==> src/rtl/sft_pkg.sv <==
// Shared types for the serial frame transmitter.
package sft_pkg;
    // Sequencer states: idle, waiting for a rollover, waiting for the post-rollover step, shifting bits.
    typedef enum logic [1:0] {
        ST_IDLE  = 2'd0,
        ST_ARM   = 2'd1,
        ST_PEND  = 2'd2,
        ST_SHIFT = 2'd3
    } sft_state_e;
endpackage

==> src/rtl/sft_align.sv <==
// Bit-step generator.
// What it does: produces a one-cycle step pulse START_LAT clocks after each
// rollover of the shared divide-by-16 baud counter. Each rollover reloads the delay.
// Assumes: START_LAT >= 1, and rollovers are more than START_LAT clocks apart.
module sft_align #(
    parameter int START_LAT = 5
) (
    input  logic clk,
    input  logic rst_n,
    input  logic baud_roll,
    output logic step
);
    localparam int CW = $clog2(START_LAT + 1);

    logic [CW-1:0] dly_cnt;

    // Delay counter: reload on rollover, count down to zero otherwise.
    always_ff @(posedge clk) begin
        if (!rst_n) begin
            dly_cnt <= '0;
        end else if (baud_roll) begin
            dly_cnt <= CW'(START_LAT);
        end else if (dly_cnt != '0) begin
            dly_cnt <= dly_cnt - 1'b1;
        end
    end

    // The step fires in the last cycle of the countdown.
    assign step = (dly_cnt == CW'(1));

    // a step needs a rollover within the last START_LAT cycles, so two steps are never adjacent.
    a_r6_step_spacing: assert property (@(posedge clk) disable iff (!rst_n)
        step |=> !step);
endmodule

==> src/rtl/sft_framer.sv <==
// Frame sequencer and shifter.
// What it does: captures the byte, extra bit and layout on a write strobe. It waits
// for the next rollover, then for the step that follows it, and then drives the
// frame one bit per step. It pulses stop_set when the stop bit is driven.
// Assumes: step comes from sft_align, fed by the same baud_roll.
module sft_framer
    import sft_pkg::*;
#(
    parameter int DATA_W = 8
) (
    input  logic              clk,
    input  logic              rst_n,
    input  logic              wr_stb,
    input  logic [DATA_W-1:0] wr_data,
    input  logic              wr_ninth,
    input  logic              wr_wide,
    input  logic              baud_roll,
    input  logic              step,
    output logic              tx_line,
    output logic              stop_set
);
    localparam int FW = DATA_W + 3;
    localparam int IW = $clog2(FW);

    sft_state_e        state;
    logic [DATA_W-1:0] data_q;
    logic              ninth_q;
    logic              wide_q;
    logic [IW-1:0]     idx;
    logic [IW-1:0]     nxt_idx;
    logic [IW-1:0]     last_idx;
    logic [FW-1:0]     frame;
    logic              tx_q;

    // Frame image: bit 0 is the start bit. In the short layout, slot DATA_W+1 is the stop bit.
    always_comb begin
        frame    = {1'b1, (wide_q ? ninth_q : 1'b1), data_q, 1'b0};
        last_idx = wide_q ? IW'(FW - 1) : IW'(FW - 2);
        nxt_idx  = idx + 1'b1;
    end

    // The done flag is raised when the step places the stop bit.
    assign stop_set = (state == ST_SHIFT) && step && (nxt_idx == last_idx);
    assign tx_line  = tx_q;

    // Sequencer, capture registers and line driver.
    always_ff @(posedge clk) begin
        if (!rst_n) begin
            state   <= ST_IDLE;
            data_q  <= '0;
            ninth_q <= 1'b0;
            wide_q  <= 1'b0;
            idx     <= '0;
            tx_q    <= 1'b1;
        end else begin
            case (state)
                ST_IDLE: begin
                    if (wr_stb) begin
                        data_q  <= wr_data;
                        ninth_q <= wr_ninth;
                        wide_q  <= wr_wide;
                        state   <= ST_ARM;
                    end
                end
                ST_ARM: begin
                    if (baud_roll) state <= ST_PEND;
                end
                ST_PEND: begin
                    if (step) begin
                        idx   <= '0;
                        tx_q  <= frame[0];
                        state <= ST_SHIFT;
                    end
                end
                default: begin
                    if (step) begin
                        if (idx == last_idx) begin
                            tx_q  <= 1'b1;
                            state <= ST_IDLE;
                        end else begin
                            idx  <= nxt_idx;
                            tx_q <= frame[nxt_idx];
                        end
                    end
                end
            endcase
        end
    end

    // the line is high whenever the sequencer is idle.
    a_r1_idle_high: assert property (@(posedge clk) disable iff (!rst_n)
        (state == ST_IDLE) |-> tx_q);

    // the line only moves on a step.
    a_r6_hold_between_steps: assert property (@(posedge clk) disable iff (!rst_n)
        !step |=> $stable(tx_q));

    // the first step after arming drives the start bit low.
    a_r5_start_low: assert property (@(posedge clk) disable iff (!rst_n)
        (state == ST_PEND && step) |=> !tx_q);

    // a strobe during a frame leaves the captured byte untouched.
    a_r9_ignore_busy_write: assert property (@(posedge clk) disable iff (!rst_n)
        (state != ST_IDLE && wr_stb) |=> $stable(data_q));
endmodule

==> src/rtl/sft_flag.sv <==
// Transmit-complete flag.
// What it does: sets on the stop-bit pulse and clears on the software clear.
// A set wins over a clear in the same cycle.
// Assumes: stop_set is a single-cycle pulse.
module sft_flag (
    input  logic clk,
    input  logic rst_n,
    input  logic stop_set,
    input  logic clr,
    output logic flag
);
    // Flag register with set priority.
    always_ff @(posedge clk) begin
        if (!rst_n)        flag <= 1'b0;
        else if (stop_set) flag <= 1'b1;
        else if (clr)      flag <= 1'b0;
    end

    // with no set and no clear, the flag keeps its value.
    a_r8_flag_holds: assert property (@(posedge clk) disable iff (!rst_n)
        (!stop_set && !clr) |=> $stable(flag));
endmodule

==> src/rtl/ser_frame_tx.sv <==
// Dual-format asynchronous frame transmitter (top).
// What it does: ties the step generator, the frame sequencer and the done flag together.
// Assumes: baud_roll comes from a shared divide-by-16 baud counter, one pulse per bit period.
module ser_frame_tx #(
    parameter int DATA_W    = 8,
    parameter int START_LAT = 5
) (
    input  logic              clk,
    input  logic              rst_n,
    input  logic              baud_roll,
    input  logic              wr_stb,
    input  logic [DATA_W-1:0] wr_data,
    input  logic              wr_ninth,
    input  logic              wr_wide,
    input  logic              tx_done_clr,
    output logic              tx_line,
    output logic              tx_done
);
    logic step;
    logic stop_set;

    sft_align #(.START_LAT(START_LAT)) align_i (
        .clk       (clk),
        .rst_n     (rst_n),
        .baud_roll (baud_roll),
        .step      (step)
    );

    sft_framer #(.DATA_W(DATA_W)) framer_i (
        .clk       (clk),
        .rst_n     (rst_n),
        .wr_stb    (wr_stb),
        .wr_data   (wr_data),
        .wr_ninth  (wr_ninth),
        .wr_wide   (wr_wide),
        .baud_roll (baud_roll),
        .step      (step),
        .tx_line   (tx_line),
        .stop_set  (stop_set)
    );

    sft_flag flag_i (
        .clk      (clk),
        .rst_n    (rst_n),
        .stop_set (stop_set),
        .clr      (tx_done_clr),
        .flag     (tx_done)
    );

    // the done flag only rises while the line carries a 1 (the stop bit).
    a_r7_done_with_stop: assert property (@(posedge clk) disable iff (!rst_n)
        $rose(tx_done) |-> tx_line);
endmodule

==> config.mk <==
export PLATFORM = sky130hd
export DESIGN_NAME = ser_frame_tx
export DESIGN_NICKNAME = d
export VERILOG_FILES = /design/src/rtl/sft_pkg.sv /design/src/rtl/sft_align.sv /design/src/rtl/sft_framer.sv /design/src/rtl/sft_flag.sv /design/src/rtl/ser_frame_tx.sv
export SDC_FILE = /design/constraint.sdc
export NUM_CORES = 1
export LEC_CHECK = 0
export BUFFER_PORTS_ARGS = -buffer_cell sky130_fd_sc_hd__buf_2
export CAP_MARGIN = 20
export CORE_MARGIN = 8
export CORE_UTILIZATION = 50
export DETAILED_ROUTE_END_ITERATION = 8
export PLACE_DENSITY_LB_ADDON = 0.08
export REMOVE_ABC_BUFFERS = 1
export SKIP_LAST_GASP = 1
export SYNTH_ARGS = -nofsm -noshare
export SYNTH_HDL_FRONTEND = slang
export SYNTH_SLANG_ARGS = --single-unit
==> constraint.sdc <==
create_clock -name clk -period 2.45 [get_ports clk]
set_clock_uncertainty 0.05 [all_clocks]
set_input_delay 0.3675 -clock clk [delete_from_list [all_inputs] [get_ports clk]]
set_output_delay 0.3675 -clock clk [all_outputs]
set_load 0.005 [all_outputs]
# Yosys cells after proc, flatten, opt, wreduce, memory -nomap -nowiden
# Index checks and enable logic that the tools add are counted.
# totals
ff_bits	21
inputBits	15
output_inout_bits	2
# op_classes
addsub	2
magnitude_cmp	1
eq_ne	10
mux	22
bitwise_logic	2
n_reduce_logical	14
# ops
cell	count
$mux W2	6
$mux W4	3
$eq A4 B4 Y1	2
$pmux W4 S2	1
$mux W1	7
$mux W3	2
$ne A2 B2 Y1 const B	3
$pmux W2 S3	1
$reduce_bool A3 Y1	2
$lt A4 B5 Y1 const B	1
$reduce_and A5 Y1	1
$add A4 B1 Y4 const B	1
$bmux W1 S4	1
$eq A2 B2 Y1 const B	2
$reduce_and A2 Y1	2
$reduce_bool A2 Y1	2
$reduce_bool A4 Y1	1
$reduce_or A2 Y1	2
$eq A3 B1 Y1 const B	1
$reduce_and A3 Y1	1
$sub A3 B1 Y3 const B	1
$eq A2 B1 Y1 const B	1
$logic_and A1 B1 Y1	2
$logic_not A2 Y1	1
other kinds (3)	4

# Depth between registers and ports, before layout
# Gate-level depths: netlist of the first run.
# logic_depth
ltp_word	6
depth_mapped	7
ltp_nobuf	7

# Cells and area by module
# From an unflattened synthesis of the first run, not the netlist that was laid out.
# unflattened
cells_unflattened	148
hier_area_um2	1257.5
# modules_own_cells
module	n_inst	cells_each	area_each_um2	seq_area_each_um2
sft_framer	1	126	1019.7	340.3
sft_align	1	19	196.4	60.1
sft_flag	1	3	41.3	20.0

# Worst setup path before layout of the first run
# No wires, ideal clock.
# synth_timing
path_kind	register to register
from	reg framer_i.state[0]
to	reg framer_i.idx[0]
setup_time_ps	65
arrival_time_ps	1731
required_time_ps	2335
setup_slack_ps	604
stages_incl_launch_ff	8
path_cell_list	dfxtp_1 inv_1 ha_1 nor4b_1 and2b_1 nand2_1 mux2_2 nor2_1
# synth_between
elab_chain_cells	4
elab_cells_between_ends	8
classes_between	eq/ne (3); mux (1); bitwise (1); reduce/logical (3)
# synth_rtl
element	line	source
start: declaration	sft_framer.sv:25	sft_state_e state;
start signal: assignment	sft_framer.sv:49	state <= ST_IDLE;
start signal: assignment	sft_framer.sv:62	state <= ST_ARM;
start signal: assignment	sft_framer.sv:66	if (baud_roll) state <= ST_PEND;
$eq A2 B1 Y1 or $logic_not A2 Y1 (tied branches)	sft_framer.sv:56	case (state)
$reduce_or A2 Y1 (no source line)	-	
$not A1 Y1 (no source line)	-	
$reduce_and A3 Y1 (no source line)	-	
end signal: assignment	sft_framer.sv:81	idx <= nxt_idx;
end: declaration	sft_framer.sv:29	logic [IW-1:0] idx;
# Several ways; a longest one is shown, not always the timed one.
# A chain may end at the register's enable or synchronous reset.

# Worst setup path in the final report of the first run
# layout_timing
from	reg framer_i.idx[0]
to	reg framer_i.state[0]
# layout_between
elab_chain_cells	3
# layout_rtl
element	line	source
$eq A4 B4 Y1	sft_framer.sv:77	if (idx == last_idx) begin
$reduce_bool A4 Y1 (no source line)	-	
$reduce_and A5 Y1 (no source line)	-	
end signal: assignment	sft_framer.sv:66	
end signal: assignment	sft_framer.sv:72	state <= ST_SHIFT;
end signal: assignment	sft_framer.sv:79	state <= ST_IDLE;
# No other way between the ends.

==> results of run 1 <==
==> synthesized netlist by cell type (2+ instances only) <==
master    instances  area (sq um)
mux2i_1           5          50.1
nand2_1          28           105
inv_1             7          26.3
nand3_1           3          15.0
and2_1            2          12.5
a21oi_1          15          75.1
dfxtp_1          21           420
nor2_1            9          33.8
o211ai_1          2          15.0
ha_1              8           100
xnor2_1           2          17.5
o21ai_0           2          10.0
clkbuf_1          5          18.8
nand2b_1          4          25.0
==> sequential cells by signal, summed over array words and instances (netlist names) <==
register	cells
framer_i.data_q	8
framer_i.idx	4
align_i.dly_cnt	3
framer_i.state	2
flag_i.flag	1
framer_i.ninth_q	1
framer_i.tx_line	1
framer_i.wide_q	1
==> worst reg2reg max path, cell delays in order (launching register included) <==
cell      delay (ns)
dfxtp_1         0.59
or3b_4          0.44
a211oi_2        0.21
o21ai_1         0.14
or3_1           0.38
a21oi_2         0.13
==> kinds of logic (layout without fill, tap and decap cells) <==
kind of cell             Yosys count  count (layout)  synth area share, %
XOR/XNOR                           3               3                 2.30
AND/OR/NAND/NOR                   56              56                 23.7
flip-flops                        21              21                 36.8
buffers and inverters             12              28                 3.95
adder cells (fa/ha/maj)            8               8                 8.77
AO/OA/AOI/OAI                     31              31                 17.1
multiplexers                       7               7                 7.35
==> report_power, final <==
| group | total (mW) | internal [mW] | switching [mW] |
|---|---|---|---|
| combinational | 0.342 | 0.154 | 0.188 |
| clock | 0.174 | 0.0611 | 0.113 |
| sequential | 0.438 | 0.394 | 0.0444 |
| total | 0.954 | 0.609 | 0.345 |
==> metal layers <==
metal,up-vias,share of wire [%],global-route usage (%)
met4,0,1.5,6.13
li1,509,-,-
met1,432,52,15.1
met2,15,44,18.4
met5,-,0,0
met3,4,2.3,2.96
==> path summary, 6_finish.rpt <==
path / from / to / slack (ns) / depth (start not counted)
worst max-delay path: framer_i.idx[0] / framer_i.state[0] / 0.45 / 5
worst min-delay path: baud_roll / align_i.dly_cnt[1] / 0.18 / 2
worst max register to register: framer_i.idx[0] / framer_i.state[0] / 0.45 / 5
worst min register to register: framer_i.data_q[7] / framer_i.data_q[7] / 0.42 / 2
==> cell type report <==
| class | count | area, sq um | area share, % |
|---|---|---|---|
| clock inverters | 1 | 5.00 | 0.393 |
| clock buffers | 3 | 22.5 | 1.77 |
| inverters | 7 | 26.3 | 2.06 |
| repair buffers | 17 | 87.6 | 6.88 |
| flip-flops and latches | 21 | 420 | 33.0 |
| multi-input cells | 105 | 676 | 53.1 |
| well taps | 28 | 35.0 | 2.75 |
==> per-stage QoR <==
stage                     total power, mW  util (%)  std cells  area, sq um
after global routing                 1.03      58.1        182         1270
final                               0.954      58.1        182         1270
after CTS                           0.964      58.1        182         1270
after floorplan                     0.704         -        133         1120
after detailed placement            0.788      56.8        178         1240
after global placement              0.776      56.8        178         1240
==> metrics.md, run 1 <==
| Metric | Value |
|---|---|
| Leakage | 0.510 nW |
| Aggregate global-route resource usage | 12.0% |
| Via/cell ratio | 5.27 |
| Synthesis-stage register bit count | 21 |
| Row Count | 17 |
| CP Launch Type | flip-flop |
| Worst-Margin Slew | 0.646 ns |
| Initial DRC count | 23 |
| Crit path kind | flip-flop to flip-flop |
| Critical Path End Type | flip-flop |
| Hold WS | 0.183 ns |
| Max VDD drop | 0.634 mV |
| Number of remaining DRC errors | 0 |
| Post-DP HPWL | 1760 microns |
| Top Family by Delay on Critical Path | simple AND/OR/NAND/NOR gates |
| Largest net degree at the start of global routing | 21 |
| Diode count | 0 |
| Largest fanout on the critical path | 14 |
| Initial antenna violation count | 0 |
| Fin. max-slew vios | 0 |
| CTS clock-pin slew for the worst setup and hold paths | 0.13 ns |
| Min Clock Period, post-route | 2.00 ns |
| Slew margin rel. | 56.9% |
| TNS Setup | 0 ns |
| Antenna-violating nets left | 0 |
| H-tree depth | 1 |
| Post-synth EDFFs | 0 |
| Max Cap Viol | 0 |
| CTS sink cnt | 21 |
| Synth cell types | 39 |
| Die Ht | 63.8 microns |
| CP required | 2.66 ns |
| Layout net count | 178 |
| Final hold vios | 0 |
| Num ports | 17 |
| Worst EP arrival | 2.21 ns |
| Share of flip-flops with an asynchronous set or reset | 0% |
| Die X | 63.8 microns |
| Die area | 4070 sq um |
| Fillers | 220 |
| CTS root buf | clkbuf_4 |
| Cell Area, Synth | 1140 sq um |
| Final period util | 81.7% |
| Seq/Total Area, Yosys | 36.8% |
| Unrepaired setup endpoints after global routing | false |
| WL/cell | 12.7 microns |
| Core area | 2190 sq um |
| RePlAce Congestion | 0.837 |
| CP cell instances | or3b_4, a211oi_2, o21ai_1, or3_1, a21oi_2 |
| Share of cells above drive strength 1 | 16.9% |
| Vias in the first global route | 956 |
| First-pass GRT wire length | 4080 microns |
| Buf/Inv on CP | 0 |
| Initial Util | 52.1% |
| Achievable Freq | 500 MHz |
| Highest-count cells in the layout ignoring fill and taps | nand2_1 (28), dfxtp_1 (21), buf_2 (16) |
| Post-CTS setup buffer count | 0 |
| Number of setup violations in the final report | 0 |
| CTS buffer count | 3 |
| Yosys warnings | 0 |
| Final worst slack | 0.449 ns |
| Total wire length | 2320 microns |
| Clock Path Buffers | 2 |
| Delay of the slowest critical-path stage | 0.59 ns |
| GRT overflow | 0 |
| CTS tree | done |
| Post-CTS Resized | 0 |
| Post-CTS Hold Buffers | 0 |
| CP max-delay cell | dfxtp_1 |
| PwrDens | 750 nW/um^2 |
| Latest clock arrival within the worst-skew pair | 0.31 ns |
| Commonest register cell after synthesis | dfxtp_1 |
| Status | complete, no violations |
| # port buffers | 16 |
| Most common cell after layout, fill and taps aside | nand2_1 |
| Worst Hold Class | primary input to flip-flop |
| Routed vias | 960 |
| First drt pass iteration count | 4 |
| Layout area overhead | 11.5% |
| Mapped Cells | 138 |
| Place WS | 0.466 ns |
| Syn Area/Cell | 8.27 sq um |
Power figures use the tool's default switching activity.
==> run 2, diff against run 1 <==
clock period = 2.1 ns   (was 2.45 ns; I/O delays follow)
==> run 2 against run 1 <==
Compared with the run above: non-clock buffer count is 1 higher; fmax increased by 4.7%; core utilization up 0.63 points; die area is the same; critical path depth rose by 2; first-iteration DRC count is 30% higher; sequential power is 16% higher; largest cell class unchanged.
==> metrics.md, run 2 (same netlist as run 1, synthesis figures left out) <==
| Metric | Value |
|---|---|
| Area of the multi-input gates | 682 sq um (was 676 sq um) |
| Largest register FFs | 8 (unchanged) |
| Clock Path Buffers | 2 (unchanged) |
| Initial DRC count | 30 (was 23) |
| Unrepaired setup endpoints after global routing | false (unchanged) |
| Total wire length | 2310 microns (was 2320 microns) |
| Vias in the first global route | 1010 (was 956) |
| Die X | 63.8 microns (unchanged) |
| Final hold vios | 0 (unchanged) |
| Slew margin rel. | 58.7% (was 56.9%) |
| Largest fanout on the critical path | 6 (was 14) |
| Max Cap Viol | 0 (unchanged) |
| Initial Util | 52.1% (unchanged) |
| Latest clock arrival within the worst-skew pair | 0.30 ns (was 0.31 ns) |
| Critical Path End Type | flip-flop (unchanged) |
| CP Launch Type | flip-flop (unchanged) |
| Biggest regs | framer_i.data_q (8), framer_i.idx (4), align_i.dly_cnt (3) (unchanged) |
| Biggest register | framer_i.data_q (unchanged) |
| CP cell instances | inv_1, ha_1, nor4b_2, and2b_1, nand2_1, mux2_2, nor2_1 (was or3b_4, a211oi_2, o21ai_1, or3_1, a21oi_2) |
| Aggregate global-route resource usage | 12.4% (was 12.0%) |
| RePlAce Congestion | 0.839 (was 0.837) |
| Largest net degree at the start of global routing | 21 (unchanged) |
| GRT overflow | 0 (unchanged) |
| Worst EP arrival | 2.11 ns (was 2.21 ns) |
| First drt pass iteration count | 4 (unchanged) |
| PwrDens | 871 nW/um^2 (was 750 nW/um^2) |
| CTS root buf | clkbuf_4 (unchanged) |
| Post-CTS Hold Buffers | 0 (unchanged) |
| CTS buffer count | 3 (unchanged) |
| Status | complete, no violations (unchanged) |
| Max VDD drop | 0.530 mV (was 0.634 mV) |
| Row Count | 17 (unchanged) |
| Final period util | 91.0% (was 81.7%) |
| Worst-Margin Slew | 0.619 ns (was 0.646 ns) |
| Highest-count cells in the layout ignoring fill and taps | nand2_1 (28), dfxtp_1 (21), buf_2 (16) (unchanged) |
| Initial antenna violation count | 0 (unchanged) |
| Hold Path Origin | baud_roll (unchanged) |
| Routed vias | 967 (was 960) |
| Share of cells above drive strength 1 | 18.1% (was 16.9%) |
| Min Clock Period, post-route | 1.91 ns (was 2.00 ns) |
| Diode count | 0 (unchanged) |
| Die Ht | 63.8 microns (unchanged) |
| Delay of the slowest critical-path stage | 0.42 ns (was 0.59 ns) |
| Num ports | 17 (unchanged) |
| Number of setup violations in the final report | 0 (unchanged) |
| H-tree depth | 1 (unchanged) |
| Place WS | 0.113 ns (was 0.466 ns) |
| Achievable Freq | 523 MHz (was 500 MHz) |
| Die area | 4070 sq um (unchanged) |
| WL/cell | 12.6 microns (was 12.7 microns) |
| Layout net count | 179 (was 178) |
| Via/cell ratio | 5.28 (was 5.27) |
| Register area | 420 sq um (unchanged) |
| CTS sink cnt | 21 (unchanged) |
| Post-CTS setup buffer count | 0 (unchanged) |
| CP required | 2.30 ns (was 2.66 ns) |
| Hold WS | 0.131 ns (was 0.183 ns) |
| # port buffers | 16 (unchanged) |
| Fillers | 209 (was 220) |
| CTS tree | done (unchanged) |
| Worst Hold Class | primary input to flip-flop (unchanged) |
| Crit path from | framer_i.state[0] (was framer_i.idx[0]) |
| Final worst slack | 0.189 ns (was 0.449 ns) |
| Core area | 2190 sq um (unchanged) |
| CTS clock-pin slew for the worst setup and hold paths | 0.12 ns (was 0.13 ns) |
| Worst flop-to-flop path startpoint | framer_i.state[0] (was framer_i.idx[0]) |
| CP max-delay cell | dfxtp_1 (unchanged) |
| Power Total | 1.12 mW (was 0.954 mW) |
| TNS Setup | 0 ns (unchanged) |
| Number of remaining DRC errors | 0 (unchanged) |
| First-pass GRT wire length | 4270 microns (was 4080 microns) |
| Fin. max-slew vios | 0 (unchanged) |
| Post-DP HPWL | 1780 microns (was 1760 microns) |
| Antenna-violating nets left | 0 (unchanged) |
| Leakage | 0.517 nW (was 0.510 nW) |
| Crit path kind | flip-flop to flip-flop (unchanged) |
| Most common cell after layout, fill and taps aside | nand2_1 (unchanged) |
| Layout area overhead | 12.7% (was 11.5%) |
## run 2: power breakdown
group | leakage [nW] | total, mW | switching, mW | internal (mW)
Clock | 0.0177 | 0.197 | 0.126 | 0.0710
Sequential | 0.172 | 0.507 | 0.0481 | 0.459
Combinational | 0.327 | 0.416 | 0.229 | 0.187
## run 2: timing repair
item	4_1_cts	5_1_grt
endpoints found under the hold margin	0	0
endpoints found under the setup margin	0	1
gates resized for setup	0	1
## run 2: layout make-up
class                           instances  share of cell area, %
Timing Repair Buffer                   18                   7.39
Clock inverter                          1                  0.389
Inverter                                7                   2.04
Tap cell                               28                   2.72
Clock buffer                            3                   1.75
Sequential cell                        21                   32.7
Multi-Input combinational cell        105                   53.0
## run 2: metal layers
layer	track usage [%]	vias up	part of all wire [%]
li1	-	508	-
met3	2.44	2	3.3
met4	4.46	0	0.52
met1	15.5	434	49
met2	20.7	23	47
met5	0	-	0
## run 2: worst max-delay path, delay by kind of cell, from the launching register on
family	cells	cell delay [ns]
DFF	1	0.42
adders and majority gates	1	0.27
and+or+nand+nor	4	0.74
muxes	1	0.27
buffers and inverters	1	0.09
## run 2: path summary, 6_finish.rpt
check / depth (start not counted) / endpoint / slack [ns]
setup reg to reg: 7 / framer_i.idx[0] / 0.19
hold reg to reg: 2 / framer_i.data_q[2] / 0.41
setup / recovery: 7 / framer_i.idx[0] / 0.19
hold / removal: 2 / align_i.dly_cnt[1] / 0.13
## run 2: metrics by stage
stage                     instance area [sq um]  std cells  utilization (%)
after floorplan                            1120        133                -
after global placement                     1250        179             57.2
final                                      1290        183             58.7
after detailed placement                   1250        179             57.2
after global routing                       1290        183             58.7
after CTS                                  1280        183             58.4
==> run 3, diff against run 2 <==
GPL_ROUTABILITY_DRIVEN = 0   (was default)
clock period = 1.9 ns   (was 2.1 ns; I/O delays follow)
==> run 3 against run 2 <==
Compared with the run above: via count decreased by 0.41%; critical path type unchanged; register-to-register slack worse by 0.08 ns; non-clock buffer count rose by 4; fmax rose by 6.5%; clock power is 9% higher; wire length rose by 1.5%; sequential share of layout area decreased by 0.68 points; largest power group unchanged; combinational power grew 21%; critical path depth is the same; clock-buffer cell count stayed put.
==> metrics.md, run 3 (same netlist as run 1, synthesis figures left out) <==
| Metric | Value |
|---|---|
| Status | complete, no violations (unchanged) |
| Final period util | 94.4% (was 91.0%) |
| First drt pass iteration count | 4 (unchanged) |
| Number of setup violations in the final report | 0 (unchanged) |
| Post-CTS setup buffer count | 0 (unchanged) |
| Max Cap Viol | 0 (unchanged) |
| Biggest register | framer_i.data_q (unchanged) |
| Worst EP arrival | 1.98 ns (was 2.11 ns) |
| Highest metal used | met4 (unchanged) |
| Aggregate global-route resource usage | 11.9% (was 12.4%) |
| Post-DP HPWL | 1750 microns (was 1780 microns) |
| Largest net degree at the start of global routing | 21 (unchanged) |
| Num ports | 17 (unchanged) |
| Crit path kind | flip-flop to flip-flop (unchanged) |
| Worst r2r path cells | 7 (unchanged) |
| Via/cell ratio | 5.15 (was 5.28) |
| Most common cell after layout, fill and taps aside | nand2_1 (unchanged) |
| GRT overflow | 0 (unchanged) |
| CP Launch Type | flip-flop (unchanged) |
| Largest register FFs | 8 (unchanged) |
| Placed instance count | 183 (was 179) |
| # port buffers | 16 (unchanged) |
| CP Depth | 7 (unchanged) |
| Slew margin rel. | 57.0% (was 58.7%) |
| Fin cells | 187 (was 183) |
| First-pass GRT wire length | 4040 microns (was 4270 microns) |
| Reg2reg setup slack | 0.11 ns (was 0.19 ns) |
| Max VDD drop | 0.563 mV (was 0.530 mV) |
| Hold Path Stages | 2 (unchanged) |
| Latest clock arrival within the worst-skew pair | 0.30 ns (about the same) |
| CP required | 2.09 ns (was 2.30 ns) |
| Antenna-violating nets left | 0 (unchanged) |
| Worst Hold Class | primary input to flip-flop (unchanged) |
| CTS tree | done (unchanged) |
| Biggest regs | framer_i.data_q (8), framer_i.idx (4), align_i.dly_cnt (3) (unchanged) |
| Worst flop-to-flop path startpoint | framer_i.state[0] (unchanged) |
| Vias in the first global route | 958 (was 1010) |
| Initial antenna violation count | 0 (unchanged) |
| CTS buffer count | 3 (unchanged) |
| Row Count | 17 (unchanged) |
| Layout area overhead | 15.5% (was 12.7%) |
| Top Family by Delay on Critical Path | simple AND/OR/NAND/NOR gates (unchanged) |
| H-tree depth | 1 (unchanged) |
| CP max-delay cell | dfxtp_1 (unchanged) |
| CP cell instances | inv_1, ha_1, nor4b_2, and2b_1, nand2_1, mux2_2, nor2_1 (unchanged) |
| Post-CTS Hold Buffers | 0 (unchanged) |
| Highest-count cells in the layout ignoring fill and taps | nand2_1 (28), dfxtp_1 (20), buf_2 (16) (was nand2_1 (28), dfxtp_1 (21), buf_2 (16)) |
| Diode count | 0 (unchanged) |
| Leakage | 0.537 nW (was 0.517 nW) |
| Initial DRC count | 24 (was 30) |
| DR WL met3 | 55 microns (was 76 microns) |
| Initial Util | 52.1% (unchanged) |
| Critical Path End | framer_i.idx[0] (unchanged) |
| Die area | 4070 sq um (unchanged) |
| Layout net count | 183 (was 179) |
| Wire length on met1 | 1230 microns (was 1130 microns) |
| CTS sink cnt | 21 (unchanged) |
| Critical Path End Type | flip-flop (unchanged) |
| CTS root buf | clkbuf_4 (unchanged) |
| Delay of the slowest critical-path stage | 0.41 ns (was 0.42 ns) |
| Total wire length | 2340 microns (was 2310 microns) |
| CTS clock-pin slew for the worst setup and hold paths | 0.12 ns (about the same) |
| Final hold vios | 0 (unchanged) |
| Crit path from | framer_i.state[0] (unchanged) |
| Post-CTS Resized | 0 (unchanged) |
| TNS Setup | 0 ns (unchanged) |
| Largest fanout on the critical path | 4 (was 6) |
| Unrepaired setup endpoints after global routing | false (unchanged) |
| Number of remaining DRC errors | 0 (unchanged) |
| Core area | 2190 sq um (unchanged) |
| Buf/Inv on CP | 1 (unchanged) |
| Met2 routed WL | 1040 microns (was 1090 microns) |
| Routed vias | 963 (was 967) |
| Die X | 63.8 microns (unchanged) |
| Min Clock Period, post-route | 1.79 ns (was 1.91 ns) |
| Clock Path Buffers | 2 (unchanged) |
| Achievable Freq | 557 MHz (was 523 MHz) |
| Fin. max-slew vios | 0 (unchanged) |
| WL/cell | 12.5 microns (was 12.6 microns) |
| Worst-Margin Slew | 0.644 ns (was 0.619 ns) |
| PwrDens | 972 nW/um^2 (was 871 nW/um^2) |
| Share of cells above drive strength 1 | 20.8% (was 18.1%) |
| Reg2reg end | framer_i.idx[0] (unchanged) |
| Die Ht | 63.8 microns (unchanged) |
## run 3: cell types whose count changed in the layout (fill, tap and decap cells not counted)
cell / before / now
dfxtp_2: 0 / 1
buf_4: 2 / 6
dfxtp_1: 21 / 20
## run 3: power breakdown
| part | leakage [nW] | internal (mW) | total [mW] | switching [mW] |
|---|---|---|---|---|
| clock network | 0.0177 | 0.0784 | 0.214 | 0.136 |
| registers | 0.173 | 0.508 | 0.562 | 0.0534 |
| logic | 0.347 | 0.247 | 0.505 | 0.259 |
## run 3: worst min-delay path by stage
stage                  startpoint                 end  slack (ns)
6_report                baud_roll  align_i.dly_cnt[1]        0.11
4_1_cts                 baud_roll  align_i.dly_cnt[1]        0.10
2_1_floorplan           baud_roll  align_i.dly_cnt[1]        0.32
5_1_grt                 baud_roll  align_i.dly_cnt[1]        0.11
3_3_place_gp   framer_i.data_q[2]  framer_i.data_q[2]        0.39
3_5_place_dp   framer_i.data_q[6]  framer_i.data_q[6]        0.40
## run 3: per-layer routing
layer / GRT usage [%] / vias to the layer above
met1: 14.3 / 432
met5: 0 / -
met2: 19.8 / 13
met4: 5.01 / 0
li1: - / 516
met3: 2.96 / 2
## run 3: worst register-to-register path, cell delays in order (launching register included)
cell and delay (ns):
dfxtp_1 0.41, inv_1 0.09, ha_1 0.23, nor4b_2 0.32, and2b_1 0.19, nand2_1 0.10
mux2_2 0.27, nor2_1 0.08
## run 3: per-stage QoR
stage                     total power, mW  worst slack (ns)  hold slack (ns)  util [%]  cell area, sq um
after global routing                 1.38           0.00708            0.111      60.1              1320
after CTS                            1.29            0.0227            0.102      59.8              1310
after detailed placement             1.07            0.0450            0.396      58.5              1280
after global placement               1.06             0.109            0.393      58.5              1280
after floorplan                     0.908            0.0515            0.325         -              1120
final                                1.28             0.106            0.109      60.1              1320
## run 3: cell type report
cell class / count / area [sq um]
Fill cell: 209 / 873
Multi-Input combinational cell: 105 / 682
Sequential cell: 21 / 422
Timing Repair Buffer: 22 / 125
Tap cell: 28 / 35.0
Inverter: 7 / 26.3
Clock buffer: 3 / 22.5
Clock inverter: 1 / 5.00
